$ cat config.mk
export PLATFORM = sky130hd
export DESIGN_NAME = ptgen_top
export DESIGN_NICKNAME = d
export VERILOG_FILES = /design/src/rtl/ptgen_pkg.sv /design/src/rtl/ptgen_prbs_unroll.sv /design/src/rtl/ptgen_clk_pattern.sv /design/src/rtl/ptgen_top.sv
export SDC_FILE = /design/constraint.sdc
export NUM_CORES = 1
export LEC_CHECK = 0
export BUFFER_PORTS_ARGS = -buffer_cell sky130_fd_sc_hd__buf_2
export CAP_MARGIN = 30
export CORE_MARGIN = 4
export CORE_UTILIZATION = 49
export DETAILED_ROUTE_END_ITERATION = 7
export HOLD_SLACK_MARGIN = 0.15
export PLACE_DENSITY_LB_ADDON = 0.25
export SYNTH_ARGS = -nofsm -noshare
export SYNTH_HDL_FRONTEND = slang
export SYNTH_SLANG_ARGS = --single-unit
export TNS_END_PERCENT = 50
$ cat constraint.sdc
create_clock -name clk -period 32.4 [get_ports clk]
set_input_delay 3.24 -clock clk [delete_from_list [all_inputs] [get_ports clk]]
set_output_delay 3.24 -clock clk [all_outputs]
set_load 0.02 [all_outputs]
$ cat src/rtl/ptgen_pkg.sv
package ptgen_pkg;

    localparam int LFSR_MAX = 31;
    localparam int PH10_LEN = 20;
    localparam int PH10_W   = 5;
    localparam int NUM_PRBS = 4;

    typedef enum logic [2:0] {
        PAT_PRBS7   = 3'd0,
        PAT_PRBS15  = 3'd1,
        PAT_PRBS23  = 3'd2,
        PAT_PRBS31  = 3'd3,
        PAT_TOGGLE  = 3'd4,
        PAT_SQ20    = 3'd5,
        PAT_NONE6   = 3'd6,
        PAT_NONE7   = 3'd7
    } pat_e;

    typedef struct packed {
        logic [LFSR_MAX-1:0] lfsr;
        logic                ph2;
        logic [PH10_W-1:0]   ph10;
    } gen_state_t;

    localparam gen_state_t GEN_SEED = '{lfsr: '1, ph2: 1'b0, ph10: '0};

    function automatic int prbs_order(input int idx);
        case (idx)
            0: return 7;
            1: return 15;
            2: return 23;
            default: return 31;
        endcase
    endfunction

    function automatic int prbs_tap(input int idx);
        case (idx)
            0: return 6;
            1: return 14;
            2: return 18;
            default: return 28;
        endcase
    endfunction

    function automatic logic is_prbs(input logic [2:0] sel);
        return (sel <= 3'd3);
    endfunction

endpackage

$ cat src/rtl/ptgen_prbs_unroll.sv
module ptgen_prbs_unroll #(
    parameter int ORDER = 7,
    parameter int TAP   = 6,
    parameter int W     = 32
) (
    input  logic [ORDER-1:0] s_in,
    output logic [W-1:0]     bits,
    output logic [ORDER-1:0] s_out
);
    logic [ORDER-1:0] s;
    logic             fb;

    // Unrolled Fibonacci shift: W steps per call, bit 0 earliest.
    always_comb begin
        s    = s_in;
        fb   = 1'b0;
        bits = '0;
        for (int i = 0; i < W; i++) begin
            fb      = s[ORDER-1] ^ s[TAP-1];
            bits[i] = fb;
            s       = {s[ORDER-2:0], fb};
        end
        s_out = s;
    end
endmodule

$ cat src/rtl/ptgen_clk_pattern.sv
module ptgen_clk_pattern
    import ptgen_pkg::*;
#(
    parameter int W = 32
) (
    input  logic              ph2,
    input  logic [PH10_W-1:0] ph10,
    output logic [W-1:0]      w_toggle,
    output logic [W-1:0]      w_sq20,
    output logic              ph2_nx,
    output logic [PH10_W-1:0] ph10_nx
);
    localparam logic ODD_W = ((W % 2) == 1);

    logic [PH10_W-1:0] p;

    always_comb begin
        for (int i = 0; i < W; i++) begin
            w_toggle[i] = ~(ph2 ^ (i % 2 == 1));
        end
        ph2_nx = ph2 ^ ODD_W;
    end

    // Walk the twenty-step phase bit by bit so it carries across words.
    always_comb begin
        p      = ph10;
        w_sq20 = '0;
        for (int i = 0; i < W; i++) begin
            w_sq20[i] = (p < PH10_W'(PH10_LEN / 2));
            p = (p == PH10_W'(PH10_LEN - 1)) ? '0 : p + 1'b1;
        end
        ph10_nx = p;
    end
endmodule

$ cat src/rtl/ptgen_top.sv
module ptgen_top
    import ptgen_pkg::*;
#(
    parameter int W = 32
) (
    input  logic         clk,
    input  logic         rst,
    input  logic         en,
    input  logic [2:0]   pat_sel,
    output logic [W-1:0] tx_word
);
    gen_state_t st_q, st_start, st_nx;
    logic [2:0] sel_q;
    logic       restart;
    logic [W-1:0] word_nx;

    logic [W-1:0]          prbs_bits [NUM_PRBS];
    logic [LFSR_MAX-1:0]   prbs_nx   [NUM_PRBS];
    logic [W-1:0]          w_toggle, w_sq20;
    logic                  ph2_nx;
    logic [PH10_W-1:0]     ph10_nx;

    assign restart  = (pat_sel != sel_q);
    assign st_start = restart ? GEN_SEED : st_q;

    for (genvar g = 0; g < NUM_PRBS; g++) begin : g_prbs
        localparam int N = prbs_order(g);
        localparam int K = prbs_tap(g);
        logic [N-1:0] nx_slice;
        ptgen_prbs_unroll #(.ORDER(N), .TAP(K), .W(W)) u_unroll (
            .s_in  (st_start.lfsr[N-1:0]),
            .bits  (prbs_bits[g]),
            .s_out (nx_slice)
        );
        assign prbs_nx[g] = LFSR_MAX'(nx_slice);
    end

    ptgen_clk_pattern #(.W(W)) u_clk (
        .ph2      (st_start.ph2),
        .ph10     (st_start.ph10),
        .w_toggle (w_toggle),
        .w_sq20   (w_sq20),
        .ph2_nx   (ph2_nx),
        .ph10_nx  (ph10_nx)
    );

    always_comb begin
        st_nx   = st_start;
        word_nx = '0;
        case (pat_e'(pat_sel))
            PAT_PRBS7:  begin word_nx = prbs_bits[0]; st_nx.lfsr = prbs_nx[0]; end
            PAT_PRBS15: begin word_nx = prbs_bits[1]; st_nx.lfsr = prbs_nx[1]; end
            PAT_PRBS23: begin word_nx = prbs_bits[2]; st_nx.lfsr = prbs_nx[2]; end
            PAT_PRBS31: begin word_nx = prbs_bits[3]; st_nx.lfsr = prbs_nx[3]; end
            PAT_TOGGLE: begin word_nx = w_toggle;     st_nx.ph2  = ph2_nx;     end
            PAT_SQ20:   begin word_nx = w_sq20;       st_nx.ph10 = ph10_nx;    end
            default:    begin word_nx = '0;                                    end
        endcase
    end

    always_ff @(posedge clk) begin
        if (rst) begin
            st_q    <= GEN_SEED;
            sel_q   <= '0;
            tx_word <= '0;
        end else if (en) begin
            st_q    <= st_nx;
            sel_q   <= pat_sel;
            tx_word <= word_nx;
        end
    end

    function automatic logic alternates(input logic [W-1:0] w);
        logic ok;
        ok = 1'b1;
        for (int i = 1; i < W; i++) begin
            if (w[i] == w[i-1]) ok = 1'b0;
        end
        return ok;
    endfunction

    // frozen output while disabled
    assert_hold_R7: assert property (@(posedge clk) disable iff (rst)
        !en |=> $stable(tx_word));

    // frozen state while disabled
    assert_state_hold_R7: assert property (@(posedge clk) disable iff (rst)
        !en |=> $stable(st_q) && $stable(sel_q));

    // unused encodings give zero words
    assert_unused_zero_R9: assert property (@(posedge clk) disable iff (rst)
        en && (pat_sel >= 3'd6) |=> tx_word == '0);

    // toggle words alternate bit to bit
    assert_toggle_alt_R5: assert property (@(posedge clk) disable iff (rst)
        en && (pat_sel == 3'd4) |=> alternates(tx_word));

    // first toggle bit after a restart is 1
    assert_toggle_start_R5: assert property (@(posedge clk) disable iff (rst)
        en && (pat_sel == 3'd4) && restart |=> tx_word[0]);

    // square-wave phase stays within its period
    assert_phase_range_R6: assert property (@(posedge clk) disable iff (rst)
        1'b1 |=> st_q.ph10 < PH10_W'(PH10_LEN));

    // the shift register never locks up at zero
    assert_lfsr_nonzero_R4: assert property (@(posedge clk) disable iff (rst)
        1'b1 |=> st_q.lfsr != '0);

    // an enabled cycle leaves the select reference equal to the select
    assert_sel_track_R8: assert property (@(posedge clk) disable iff (rst)
        en |=> sel_q == $past(pat_sel));

    // PRBS restart uses the seed, so the first bit is 1 xor 1 = 0
    assert_prbs_restart_R8: assert property (@(posedge clk) disable iff (rst)
        en && restart && is_prbs(pat_sel) |=> tx_word[0] == 1'b0);
endmodule

# After elaboration in Yosys (flattened, before gate mapping)
# Index checks and enable logic that the tools add are counted.
[classes]
add_sub_neg = 32
n_mul = 0
div = 0
order_cmp = 32
n_eq_ne = 38
shifts = 0
muxes = 36
bitwise = 118
reduce_logical = 1
[op_table]
columns = ["operator", "count"]
rows = [
  ["one-hot mux 32 bit (6 select lines)", 1],
  ["2-to-1 mux 5 bit", 33],
  ["adder 5 x 1 -> 5 bit, second input constant", 32],
  ["equality test 5 bit, second input constant", 32],
  ["less-than comparator 5 x 4 -> 1 bit, second input constant", 32],
  ["one-hot mux 31 bit (4 select lines)", 1],
  ["bitwise XOR 1 bit", 117],
  ["2-to-1 mux 37 bit", 1],
  ["equality test 3 x 2 -> 1 bit, second input constant", 2],
  ["equality test 3 bit, second input constant", 2],
  ["equality test 3 x 1 -> 1 bit, second input constant", 1],
  ["zero test 3 bit", 1],
  ["inequality test 3 bit", 1],
  ["inverter 1 bit", 1],
]
[word_totals]
reg_bits = 72
latch_bits = 0
mem_bits_rw = 0
rom_bits = 0
input_bits = 6
out_inout_bits = 32
wordCells = 262
n_memories = 0

# Logic depth before layout (Yosys ltp)
# Gate-level depths: netlist (run 1).
[depth]
ltp_word = 67
mapped_depth = 146

# Cells and area by module
# A second synthesis (run 1) with hierarchy kept.
[unflattened]
cells_unflattened = 1669
area_unflattened_um2 = 12609.6
[modules_own_cells]
columns = ["module", "n_inst", "cells_each", "area_each_um2", "seq_area_each_um2"]
rows = [
  ["ptgen_clk_pattern", 1, 852, 5652.9, 0.0],
  ["ptgen_top", 1, 594, 4953.5, 1441.4],
  ["ptgen_prbs_unroll (g_prbs[3].u_unroll)", 1, 64, 565.5, 0.0],
  ["ptgen_prbs_unroll (g_prbs[2].u_unroll)", 1, 59, 550.5, 0.0],
  ["ptgen_prbs_unroll (g_prbs[0].u_unroll)", 1, 51, 475.5, 0.0],
  ["ptgen_prbs_unroll (g_prbs[1].u_unroll)", 1, 49, 411.6, 0.0],
]

# Least setup slack after synthesis (run 1)
# No wires, ideal clock.
[synth_timing]
path_type = "input port to flip-flop"
from = "in pat_sel[2]"
to = "reg st_q[4] in the netlist's numbering"
setup_ns = 0.127
t_arrival_ns = 28.138
required_ns = 32.273
setup_slack_ns = 4.135
cell_stages = 135
n_path_buf = 16
cell_sequence = "buf_4 > xnor2_4 > and3_1 > buf_6 > clkbuf_1 > clkbuf_1 > and2_1 > ha_1 > nor2b_1 > a21oi_1 > o21ai_2 > nor3_1 > nor2_1 > ha_1 > clkbuf_1 > nand2_1 > nor2_1 > nor2b_1 > [... 99 more ...] > nand2_1 > nor4b_1 > nor2_2 > and2_1 > ha_1 > inv_1 > nor3_1 > a311oi_1 > a22oi_2 > a311o_2 > nand2_2 > nand2_1 > o21a_1 > ha_1 > and3_1 > and3_1 > a2111oi_0 > o41ai_1"
[synth_between]
elab_chain_len = 67
elab_cells_between_ends = 100
classes_between = "add/sub (32); eq/ne (34); mux (34)"
[synth_rtl]
columns = ["element", "line_no", "source"]
rows = [
  ["start, declared", "ptgen_top.sv:9", "input logic [2:0] pat_sel,"],
  ["inequality test 3 bit", "ptgen_top.sv:23", "assign restart = (pat_sel != sel_q);"],
  ["2-to-1 mux 37 bit", "ptgen_top.sv:24", "assign st_start = restart ? GEN_SEED : st_q;"],
  ["adder 5 x 1 -> 5 bit or equality test 5 bit (tied branches)", "ptgen_clk_pattern.sv:30", "p = (p == PH10_W'(PH10_LEN - 1)) ? '0 : p + 1'b1;"],
  ["2-to-1 mux 5 bit", "ptgen_clk_pattern.sv:30", ""],
  ["adder 5 x 1 -> 5 bit or equality test 5 bit (tied branches)", "ptgen_clk_pattern.sv:30", ""],
  ["2-to-1 mux 5 bit", "ptgen_clk_pattern.sv:30", ""],
  ["adder 5 x 1 -> 5 bit or equality test 5 bit (tied branches)", "ptgen_clk_pattern.sv:30", ""],
  ["2-to-1 mux 5 bit", "ptgen_clk_pattern.sv:30", ""],
  ["[... 51 more ...]", "n/a", ""],
  ["2-to-1 mux 5 bit", "ptgen_clk_pattern.sv:30", ""],
  ["adder 5 x 1 -> 5 bit or equality test 5 bit (tied branches)", "ptgen_clk_pattern.sv:30", ""],
  ["2-to-1 mux 5 bit", "ptgen_clk_pattern.sv:30", ""],
  ["adder 5 x 1 -> 5 bit or equality test 5 bit (tied branches)", "ptgen_clk_pattern.sv:30", ""],
  ["2-to-1 mux 5 bit", "ptgen_clk_pattern.sv:30", ""],
  ["adder 5 x 1 -> 5 bit or equality test 5 bit (tied branches)", "ptgen_clk_pattern.sv:30", ""],
  ["2-to-1 mux 5 bit", "ptgen_clk_pattern.sv:30", ""],
  ["2-to-1 mux 5 bit (*)", "ptgen_top.sv:50", "case (pat_e'(pat_sel))"],
  ["end signal, assigned", "ptgen_top.sv:67", "st_q <= st_nx;"],
  ["end, declared", "ptgen_top.sv:12", "gen_state_t st_q, st_start, st_nx;"],
]
# Every way passes the cells marked *; elsewhere a longest branch is shown, timed or not.
# A chain may end at the register's enable or synchronous reset.

# Worst setup path in the final report (run 1)
[layout_timing]
from = "in pat_sel[1]"
to = "reg st_q[4] in the netlist's numbering"
# Same word-level chain as after synthesis.

==> flow_metrics.env, run 1 <==
export IMPL_status="complete, no violations"
export IMPL_syn_nets=1722
export IMPL_post_route_util_pct=52.1
export IMPL_min_path_type="reg2reg"
export IMPL_regToRegSetupSlack_ps=4990
export IMPL_fin_skew_ps=10.4
export IMPL_nets=1672
export IMPL_hold_start="tx_word[10]"
export IMPL_layout_setup_ws_ps=2210
export IMPL_synth_edf_count=0
export IMPL_power_density_mw_per_mm2=21.6
export IMPL_gp_congestion=1.03
export IMPL_r2r_start="sel_q[0]"
export IMPL_die_area_mm2=0.0271
export IMPL_cts_root_buf="clkbuf_16"
export IMPL_port_buffers=37
export IMPL_cts_sinks=72
export IMPL_syn_inst=1685
export IMPL_multi_input_area_mm2=0.00992
export IMPL_fin_tns_setup_ps=0
export IMPL_start_util_pct=49.6
export IMPL_synth_seq_cells=72
export IMPL_tightest_slew_ps=1020
export IMPL_rows=57
export IMPL_drv_slew=0
export IMPL_synth_top_cell_area_share_pct=12.0
export IMPL_finalCriticalPeriod_ps=30190
export IMPL_drt_wirelength_per_cell_um=21.7
export IMPL_wl_um=42600
export IMPL_core_region_area_mm2=0.0242
export IMPL_grt_pass1_vias=12100
export IMPL_place_ws_ps=695
export IMPL_critPathArrivalTime_ps=30420
export IMPL_drc=0
export IMPL_hold_end="tx_word[10]"
export IMPL_cts_clk_slew_worst_paths_ps=60
export IMPL_synth_area_leaders="dfxtp_1, xnor2_1, nor2_1"
export IMPL_layout_drive_gt1_share_pct=12.7
export IMPL_vdd_drop_max_mv=0.0331
export IMPL_synthFlopType="dfxtp_1"
export IMPL_async_flop_share_pct=0
export IMPL_seq_area_mm2=0.00144
export IMPL_dp_hpwl_um=31900
export IMPL_whs_ps=461
export IMPL_io_pins=38
export IMPL_path_common_cell="ha_1"
export IMPL_critical_path_top_delay_family="simple AND/OR/NAND/NOR gates"
export IMPL_fmax_ghz=0.0331
export IMPL_grt_pass1_wl_um=66600
export IMPL_leakage_nw=4.43
export IMPL_synth_top_area_cell="dfxtp_1"
export IMPL_seq_area_frac_synth_pct=12.0
export IMPL_criticalPathCategory="in2reg"
export IMPL_setup_viol=0
export IMPL_crit_path_top_delay_cell="or4_1"
export IMPL_netlist_area_mm2=0.0120
export IMPL_antenna_found_initial=0
export IMPL_cp_start_kind="primary input"
export IMPL_cts_max_path_buffers=2
export IMPL_drt_iter0_markers=1417
export IMPL_ys_warn_count=0
export IMPL_viasPerCell=6.80
export IMPL_cts_tree="yes"
export IMPL_r2r_end="st_q[4]"
export IMPL_rsz0062_at_grt="false"
export IMPL_max_slew_margin_rel_pct=31.5
export IMPL_h_tree_depth=3
export IMPL_cts_made_buffers=9
export IMPL_rr_worst_depth=126
export IMPL_drtPass1Iterations=7
export IMPL_cp_num_buf_inv=10
export IMPL_max_stage_delay_ps=460
export IMPL_die_y_um=165
export IMPL_nFillCells=2382
export IMPL_period_share_pct=93.2
export IMPL_cp_max_fo=23
export IMPL_hold_violations=0
export IMPL_die_w_um=165
export IMPL_synth_cell_types=139
export IMPL_endpoint_kind="flop"
export IMPL_globalRouteOverflowTotal=0
export IMPL_grt_max_degree=74
export IMPL_diodes=0
export IMPL_clk_latency_ps=350
export IMPL_area_growth_pct=4.97
export IMPL_cap_violations=0
export IMPL_grt_use_total_pct=30.3
export IMPL_hold_path_depth=2
export IMPL_fin_total_pwr_w=0.000273
export IMPL_required_ps=32620
export IMPL_syn_avg_cell_area_um2=7.14
export IMPL_ant_nets=0
export IMPL_vias=13400
-- registers in the layout, indices dropped and copies added (netlist names) --
register and cells:
st_q 37, tx_word 32, sel_q 3
-- cell usage after synthesis, drive strengths merged, types with 26 or more instances --
cell	count
a211oi	29
a21oi	106
and2	37
buf	43
clkbuf	84
dfxtp	72
ha	31
inv	35
mux2i	26
nand2	154
nand2b	47
nand3	56
nor2	162
nor3	44
o211ai	27
o21ai	110
o22ai	50
xnor2	98
xor2	39
-- layout by cell type, fill, tap and decap left out, types with 22 or more instances in the layout --
cell type,n
dfxtp_1,72
buf_2,36
nand3_1,54
a21oi_1,104
xor2_1,36
and2_1,32
xnor2_1,95
o22ai_1,48
nand2b_1,47
nand2_1,152
nor3_1,40
buf_4,25
o21ai_0,93
nor2_1,157
o211ai_1,24
mux2i_1,24
ha_1,22
a211oi_1,24
inv_1,34
and3_1,24
-- metrics by stage --
stage	instance area, µm²	std cells
2_1_floorplan	12000	1685
3_3_place_gp	12200	1942
3_5_place_dp	12200	1946
4_1_cts	12500	1962
5_1_grt	12600	1964
6_report	12600	1964
-- worst max path at each step --
stage / start / end / slack [ps] / cells after the start
CTS: pat_sel[1] / st_q[4] / 970 / 124
floorplan: pat_sel[2] / st_q[4] / 4130 / 135
global placement: pat_sel[1] / st_q[4] / 1630 / 128
finish: pat_sel[1] / st_q[4] / 2210 / 127
detailed placement: pat_sel[1] / st_q[4] / 700 / 124
global route: pat_sel[1] / st_q[4] / 20 / 128
-- timing repair --
action                                 4_1_cts  5_1_grt
endpoints found under the hold margin        0        0
setup endpoints to repair                    0        7
buffers inserted                             0        1
hold buffers                                 0        0
resized for setup                            0       21
-- cells by family (layout without fill, tap and decap cells) --
| kind of cell | Yosys count | count (layout) | share of synthesized area (%) |
|---|---|---|---|
| xor gates and xnor gates | 139 | 139 | 10.9 |
| AOI/OAI and AO/OA | 596 | 596 | 36.9 |
| and+or+nand+nor | 644 | 644 | 27.7 |
| buffers and inverters | 169 | 124 | 6.10 |
| DFF | 72 | 72 | 12.0 |
| adders and majority gates | 32 | 32 | 3.31 |
| muxes | 33 | 33 | 3.02 |
-- worst reg2reg max path, delay by kind of cell, from the launching register on --
kind | cells | cell delay [ps]
AO/OA/AOI/OAI | 23 | 4970
XOR/XNOR | 1 | 300
adder cells (fa/ha/maj) | 27 | 8240
buffers and inverters | 9 | 1540
flip-flops | 1 | 330
multiplexers | 1 | 350
AND/OR/NAND/NOR | 65 | 11530
-- cell type report --
| class | count | share of cell area, % |
|---|---|---|
| Sequential cell | 72 | 11.4 |
| Inverter | 42 | 1.28 |
| Multi-Input combinational cell | 1444 | 78.5 |
| Clock inverter | 5 | 0.446 |
| Timing Repair Buffer | 66 | 3.18 |
| Tap cell | 324 | 3.21 |
| Clock buffer | 11 | 1.92 |
-- report_power, final --
| part | internal, W | switching, W | leakage, nW |
|---|---|---|---|
| registers | 0.0000928 | 0.00000933 | 0.590 |
| clock network | 0.0000616 | 0.0000401 | 0.145 |
| logic | 0.0000266 | 0.0000423 | 3.70 |
| total | 0.000181 | 0.0000918 | 4.43 |
-- routing by layer --
| metal | part of all wire (%) | GRT usage (%) | vias up | wire (µm) |
|---|---|---|---|---|
| met3 | 8.3 | 4.39 | 124 | 3560 |
| met1 | 42 | 40.8 | 6317 | 18000 |
| li1 | - | - | 6250 | - |
| met4 | 4.3 | 11.8 | 0 | 1810 |
| met2 | 45 | 48.9 | 665 | 19300 |
| met5 | 0 | 0 | - | 0 |
(Power assumes the default switching activity.)
==> run 2: changes to the inputs <==
--- a/config.mk
+++ b/config.mk
@@ -12,6 +12,7 @@
 export DETAILED_ROUTE_END_ITERATION = 7
 export HOLD_SLACK_MARGIN = 0.15
 export PLACE_DENSITY_LB_ADDON = 0.25
+export RECOVER_POWER = 25
 export SYNTH_ARGS = -nofsm -noshare
 export SYNTH_HDL_FRONTEND = slang
 export SYNTH_SLANG_ARGS = --single-unit
==> run 2 against run 1 <==
  * The flow now finishes with violations (max-capacitance violations, max-slew violations)
  * Clock skew barely moved
  * Via count rose by 0.13%
  * Power barely moved
  * Sequential share of layout area barely moved
  * Fmax barely moved
  * Critical path depth did not move
  * Combinational power barely moved
  * Critical path type unchanged
==> flow_metrics.env, run 2 (synthesized netlist as in run 1, its figures left out) <==
export IMPL_status="finished with violations"
export IMPL_failed_checks="max-capacitance violations, max-slew violations"
export IMPL_cts_made_buffers=9
export IMPL_die_w_um=165
export IMPL_grt_pass1_wl_um=66600
export IMPL_io_pins=38
export IMPL_h_tree_depth=3
export IMPL_fin_skew_ps=10.7
export IMPL_post_route_util_pct=51.9
export IMPL_fin_cells=1964
export IMPL_min_path_type="reg2reg"
export IMPL_core_region_area_mm2=0.0242
export IMPL_regToRegSetupSlack_ps=4970
export IMPL_grt_pass1_vias=12100
export IMPL_required_ps=32630
export IMPL_drv_slew=74
export IMPL_cp_start_kind="primary input"
export IMPL_vdd_drop_max_mv=0.0332
export IMPL_drt_iter0_markers=1422
export IMPL_clk_latency_ps=350
export IMPL_path_common_cell="ha_1"
export IMPL_cp_max_fo=23
export IMPL_grt_use_total_pct=30.3
export IMPL_die_y_um=165
export IMPL_cts_hold_buf=0
export IMPL_mostFrequentLayoutCell="nor2_1"
export IMPL_ant_nets=0
export IMPL_start_util_pct=49.6
export IMPL_fin_tns_setup_ps=0
export IMPL_finalCriticalPeriod_ps=30210
export IMPL_cts_clk_slew_worst_paths_ps=60
export IMPL_fin_total_pwr_w=0.000273
export IMPL_nets=1672
export IMPL_leakage_nw=4.33
export IMPL_port_buffers=37
export IMPL_drt_wirelength_per_cell_um=21.7
export IMPL_criticalPathCategory="in2reg"
export IMPL_diodes=0
export IMPL_regMostFlops="st_q"
export IMPL_setup_viol=0
export IMPL_vias=13400
export IMPL_cts_root_buf="clkbuf_16"
export IMPL_layout_drive_gt1_share_pct=11.3
export IMPL_max_slew_margin_rel_pct=-97.0
export IMPL_endpoint_kind="flop"
export IMPL_rsz0062_at_grt="false"
export IMPL_largest_reg_flops=37
export IMPL_reg_top3="st_q: 37 flops, tx_word: 32 flops, sel_q: 3 flops"
export IMPL_dp_cells=1946
export IMPL_period_share_pct=93.2
export IMPL_cts_sinks=72
export IMPL_crit_path_top_delay_cell="or4_1"
export IMPL_area_growth_pct=4.70
export IMPL_drc=0
export IMPL_globalRouteOverflowTotal=0
export IMPL_fmax_ghz=0.0331
export IMPL_hold_violations=0
export IMPL_dp_hpwl_um=31900
export IMPL_die_area_mm2=0.0271
export IMPL_antenna_found_initial=0
export IMPL_critPathArrivalTime_ps=30440
export IMPL_gp_congestion=1.03
export IMPL_max_stage_delay_ps=460
export IMPL_grt_max_degree=74
export IMPL_power_density_mw_per_mm2=21.7
export IMPL_tightest_slew_ps=2950
export IMPL_cts_tree="yes"
export IMPL_viasPerCell=6.81
export IMPL_layout_common_cells="nor2_1, nand2_1, a21oi_1, xnor2_1, o21ai_0"
export IMPL_wl_um=42700
export IMPL_rows=57
export IMPL_cp_num_buf_inv=10
export IMPL_cts_max_path_buffers=2
export IMPL_critical_path_top_delay_family="simple AND/OR/NAND/NOR gates"
export IMPL_drtPass1Iterations=6
export IMPL_cap_violations=1
[run 2: cell count changes in the layout (fill, tap and decap cells not counted)]
| cell | before | now |
|---|---|---|
| clkbuf_1 | 1 | 25 |
| buf_2 | 36 | 13 |
| buf_4 | 25 | 24 |
[run 2: routing by layer]
metal	vias up	GRT usage, %	wire length (µm)
li1	6247	-	-
met1	6318	40.8	18000
met2	676	48.9	19200
met3	133	4.39	3610
met4	0	11.8	1880
met5	-	0	0
[run 2: worst reg2reg max path: cells and delay by family (launching register included)]
kind	cells	cell delay, ps
multiplexers	1	350
AND/OR/NAND/NOR	65	11530
XOR/XNOR	1	300
buffers and inverters	9	1560
adder cells (fa/ha/maj)	27	8250
AO/OA/AOI/OAI	23	4990
flip-flops	1	330
[run 2: layout make-up]
type                    count  area (µm²)
repair buffers             66         369
inverters                  42         161
clock inverters             5        56.3
fillers                  2399       11700
well taps                 324         405
multi-input cells        1444        9920
flip-flops and latches     72        1440
clock buffers              11         243
[run 2: final timing paths]
path | depth (start not counted) | from | to
hold / removal | 2 | tx_word[10] | tx_word[10]
setup / recovery | 127 | pat_sel[1] | st_q[4]
setup reg to reg | 126 | sel_q[0] | st_q[4]
hold reg to reg | 2 | tx_word[10] | tx_word[10]
[run 2: power breakdown]
part / switching [W] / total [W] / internal (W) / leakage [nW]
registers: 0.00000942 / 0.000102 / 0.0000928 / 0.590
logic: 0.0000424 / 0.0000688 / 0.0000264 / 3.60
clock network: 0.0000402 / 0.000102 / 0.0000616 / 0.145
[run 2: timing repair]
action | CTS | global route
setup buffers | 0 | 1
resized for setup | 0 | 21
setup endpoints to repair | 0 | 7
[run 2: per-stage QoR]
step,setup WS (ps),hold WS (ps),area [µm²]
after floorplan,4130,454,12000
after global placement,1630,449,12200
after detailed placement,695,454,12200
after CTS,966,464,12500
after global routing,20.3,484,12600
final,2190,464,12600
==> run 3: changes to the inputs <==
--- a/config.mk
+++ b/config.mk
@@ -7,13 +7,16 @@
 export LEC_CHECK = 0
 export BUFFER_PORTS_ARGS = -buffer_cell sky130_fd_sc_hd__buf_2
 export CAP_MARGIN = 30
+export CELL_PAD_IN_SITES_DETAIL_PLACEMENT = 0
+export CELL_PAD_IN_SITES_GLOBAL_PLACEMENT = 1
 export CORE_MARGIN = 4
-export CORE_UTILIZATION = 49
+export CORE_UTILIZATION = 35
 export DETAILED_ROUTE_END_ITERATION = 7
 export HOLD_SLACK_MARGIN = 0.15
 export PLACE_DENSITY_LB_ADDON = 0.25
 export RECOVER_POWER = 25
 export SYNTH_ARGS = -nofsm -noshare
 export SYNTH_HDL_FRONTEND = slang
+export SYNTH_HIERARCHICAL = 1
 export SYNTH_SLANG_ARGS = --single-unit
 export TNS_END_PERCENT = 50
==> run 3 against run 2 <==
  * The flow still finishes with violations (max-capacitance violations, max-slew violations)
  * Highest routed layer unchanged
  * Largest power group is now clock
  * Non-clock buffer count is 2 lower
  * Setup slack better by 8.2 ps
  * Combinational power is 3.3% higher
  * Synthesized area is 4.8% higher
  * Sequential share of layout area is 0.12 points lower
  * Final area is 1.1% higher
  * Largest cell class unchanged
  * Flip-flop and latch count stayed put
  * Register-to-register slack worse by 180 ps
  * Hold slack worse by 19 ps
  * Wire length is 3.2% lower
  * Synthesized cell count is 0.95% lower
  * Critical path type unchanged
==> flow_metrics.env, run 3 <==
export IMPL_regToRegSetupSlack_ps=4790
export IMPL_synth_xor_area_share_pct=11.5
export IMPL_cts_max_path_buffers=2
export IMPL_netlist_area_mm2=0.0126
export IMPL_min_path_type="reg2reg"
export IMPL_syn_avg_cell_area_um2=7.56
export IMPL_postPlaceCellArea_mm2=0.0122
export IMPL_core_region_area_mm2=0.0356
export IMPL_whs_ps=445
export IMPL_fmax_ghz=0.0331
export IMPL_fin_tns_setup_ps=0
export IMPL_area_growth_pct=0.943
export IMPL_cts_made_buffers=9
export IMPL_status="finished with violations"
export IMPL_ant_nets=0
export IMPL_antenna_found_initial=0
export IMPL_synth_edf_count=0
export IMPL_tightest_slew_ps=1550
export IMPL_synth_seq_cells=72
export IMPL_synth_area_leaders="dfxtp_1, ha_1, mux2i_1"
export IMPL_drv_slew=28
export IMPL_synth_top_area_cell="dfxtp_1"
export IMPL_synthFlopType="dfxtp_1"
export IMPL_cp_num_buf_inv=13
export IMPL_grt_pass1_wl_um=63800
export IMPL_nets=1638
export IMPL_crit_path_top_delay_cell="or4b_4"
export IMPL_start_util_pct=35.5
export IMPL_hold_violations=0
export IMPL_rows=69
export IMPL_cts_sinks=72
export IMPL_layout_common_cells="nand2_1, inv_1, a21oi_1, xor2_1, mux2i_1"
export IMPL_leakage_nw=5.35
export IMPL_die_w_um=198
export IMPL_post_route_util_pct=35.8
export IMPL_yosys_cell_count_top_type="nand2_1"
export IMPL_cts_clk_slew_worst_paths_ps=60
export IMPL_max_stage_delay_ps=500
export IMPL_largest_reg_flops=37
export IMPL_vdd_drop_max_mv=0.0235
export IMPL_cts_hold_buf=0
export IMPL_yosys_top_cells_count="nand2_1, buf_4, inv_1"
export IMPL_critical_path_top_delay_family="compound AO/OA/AOI/OAI gates"
export IMPL_cp_start_kind="primary input"
export IMPL_yosys_area_share_simple_pct=18.6
export IMPL_seq_area_frac_synth_pct=11.4
export IMPL_async_flop_share_pct=0
export IMPL_mostFrequentLayoutCell="nand2_1"
export IMPL_gp_congestion=0.919
export IMPL_cts_tree="yes"
export IMPL_drc=0
export IMPL_grt_max_degree=67
export IMPL_regMostFlops="st_q"
export IMPL_endpoint_kind="flop"
export IMPL_drtPass1Iterations=6
export IMPL_synth_adder_area_share_pct=8.73
export IMPL_synth_top_family_by_area="compound AO/OA/AOI/OAI gates"
export IMPL_cap_violations=1
export IMPL_syn_inst=1669
export IMPL_die_y_um=198
export IMPL_cts_root_buf="clkbuf_16"
export IMPL_period_share_pct=93.2
export IMPL_io_pins=38
export IMPL_drt_iter0_markers=764
export IMPL_fin_total_pwr_w=0.000272
export IMPL_setup_viol=0
export IMPL_synth_top_cell_area_share_pct=11.4
export IMPL_die_area_mm2=0.0391
export IMPL_grt_use_total_pct=20.4
export IMPL_diodes=0
export IMPL_dp_hpwl_um=32300
export IMPL_clk_latency_ps=340
export IMPL_viasPerCell=5.64
export IMPL_path_common_cell="ha_1"
export IMPL_critPathArrivalTime_ps=30450
export IMPL_vias=11300
export IMPL_port_buffers=37
export IMPL_required_ps=32650
export IMPL_finalCriticalPeriod_ps=30200
export IMPL_power_density_mw_per_mm2=21.4
export IMPL_criticalPathCategory="in2reg"
export IMPL_wl_um=41300
export IMPL_synth_compound_area_share_pct=24.6
export IMPL_h_tree_depth=3
export IMPL_globalRouteOverflowTotal=0
export IMPL_layout_drive_gt1_share_pct=11.5
export IMPL_max_slew_margin_rel_pct=-3.51
export IMPL_reg_top3="st_q: 37 flops, tx_word: 32 flops, sel_q: 3 flops"
export IMPL_ys_warn_count=6
export IMPL_design_area_mm2=0.0127
export IMPL_grt_pass1_vias=10800
export IMPL_failed_checks="max-capacitance violations, max-slew violations"
export IMPL_synth_cell_types=110
export IMPL_cp_max_fo=11
export IMPL_syn_nets=1763
export IMPL_synthMuxAreaShare_pct=11.0
export IMPL_fin_skew_ps=5.44
export IMPL_drt_wirelength_per_cell_um=20.6
[run 3: final timing paths]
kind / startpoint / endpoint / cells past startpoint
worst min register to register: tx_word[15] / tx_word[15] / 2
worst max register to register: sel_q[2] / st_q[4] / 146
worst min-delay path: tx_word[15] / tx_word[15] / 2
worst max-delay path: pat_sel[0] / st_q[4] / 148
[run 3: layout make-up]
type | count | area [µm²]
repair buffers | 64 | 368
fillers | 3821 | 22800
well taps | 461 | 577
clock inverters | 5 | 55.1
flip-flops and latches | 72 | 1440
multi-input cells | 1269 | 9550
inverters | 128 | 480
clock buffers | 11 | 253
[run 3: cells by family after synthesis]
kind of cell	after synthesis
mux	130
simple gates	458
xor+xnor	144
buf+inv	328
flops	72
compound gates	449
fa+ha+maj	88
[run 3: layer usage]
metal	up-vias	track usage (%)	wire length (µm)
li1	5554	-	-
met1	5434	29.1	19700
met2	308	33.5	19200
met3	43	2.21	1780
met4	0	4.21	694
met5	-	0	0
[run 3: tightest hold or removal path: cells and delay by family, from the launching register on]
family,cells,cell delay (ps)
flip-flops,1,310
AND/OR/NAND/NOR,2,90
[run 3: power breakdown]
group | switching [W] | internal [W] | leakage, nW
clock | 0.0000418 | 0.0000636 | 0.148
combinational | 0.0000449 | 0.0000262 | 4.61
sequential | 0.00000247 | 0.0000928 | 0.589
total | 0.0000892 | 0.000183 | 5.35
[run 3: metrics by stage]
stage,std cells,worst slack (ps)
2_1_floorplan,1669,3660
3_3_place_gp,1986,1160
3_5_place_dp,1987,459
4_1_cts,2003,705
5_1_grt,2010,-120
6_report,2010,2200
[run 3: timing repair]
action / CTS / global route
setup buffers: 0 / 7
resized for setup: 0 / 43
endpoints found under the setup margin: 0 / 9
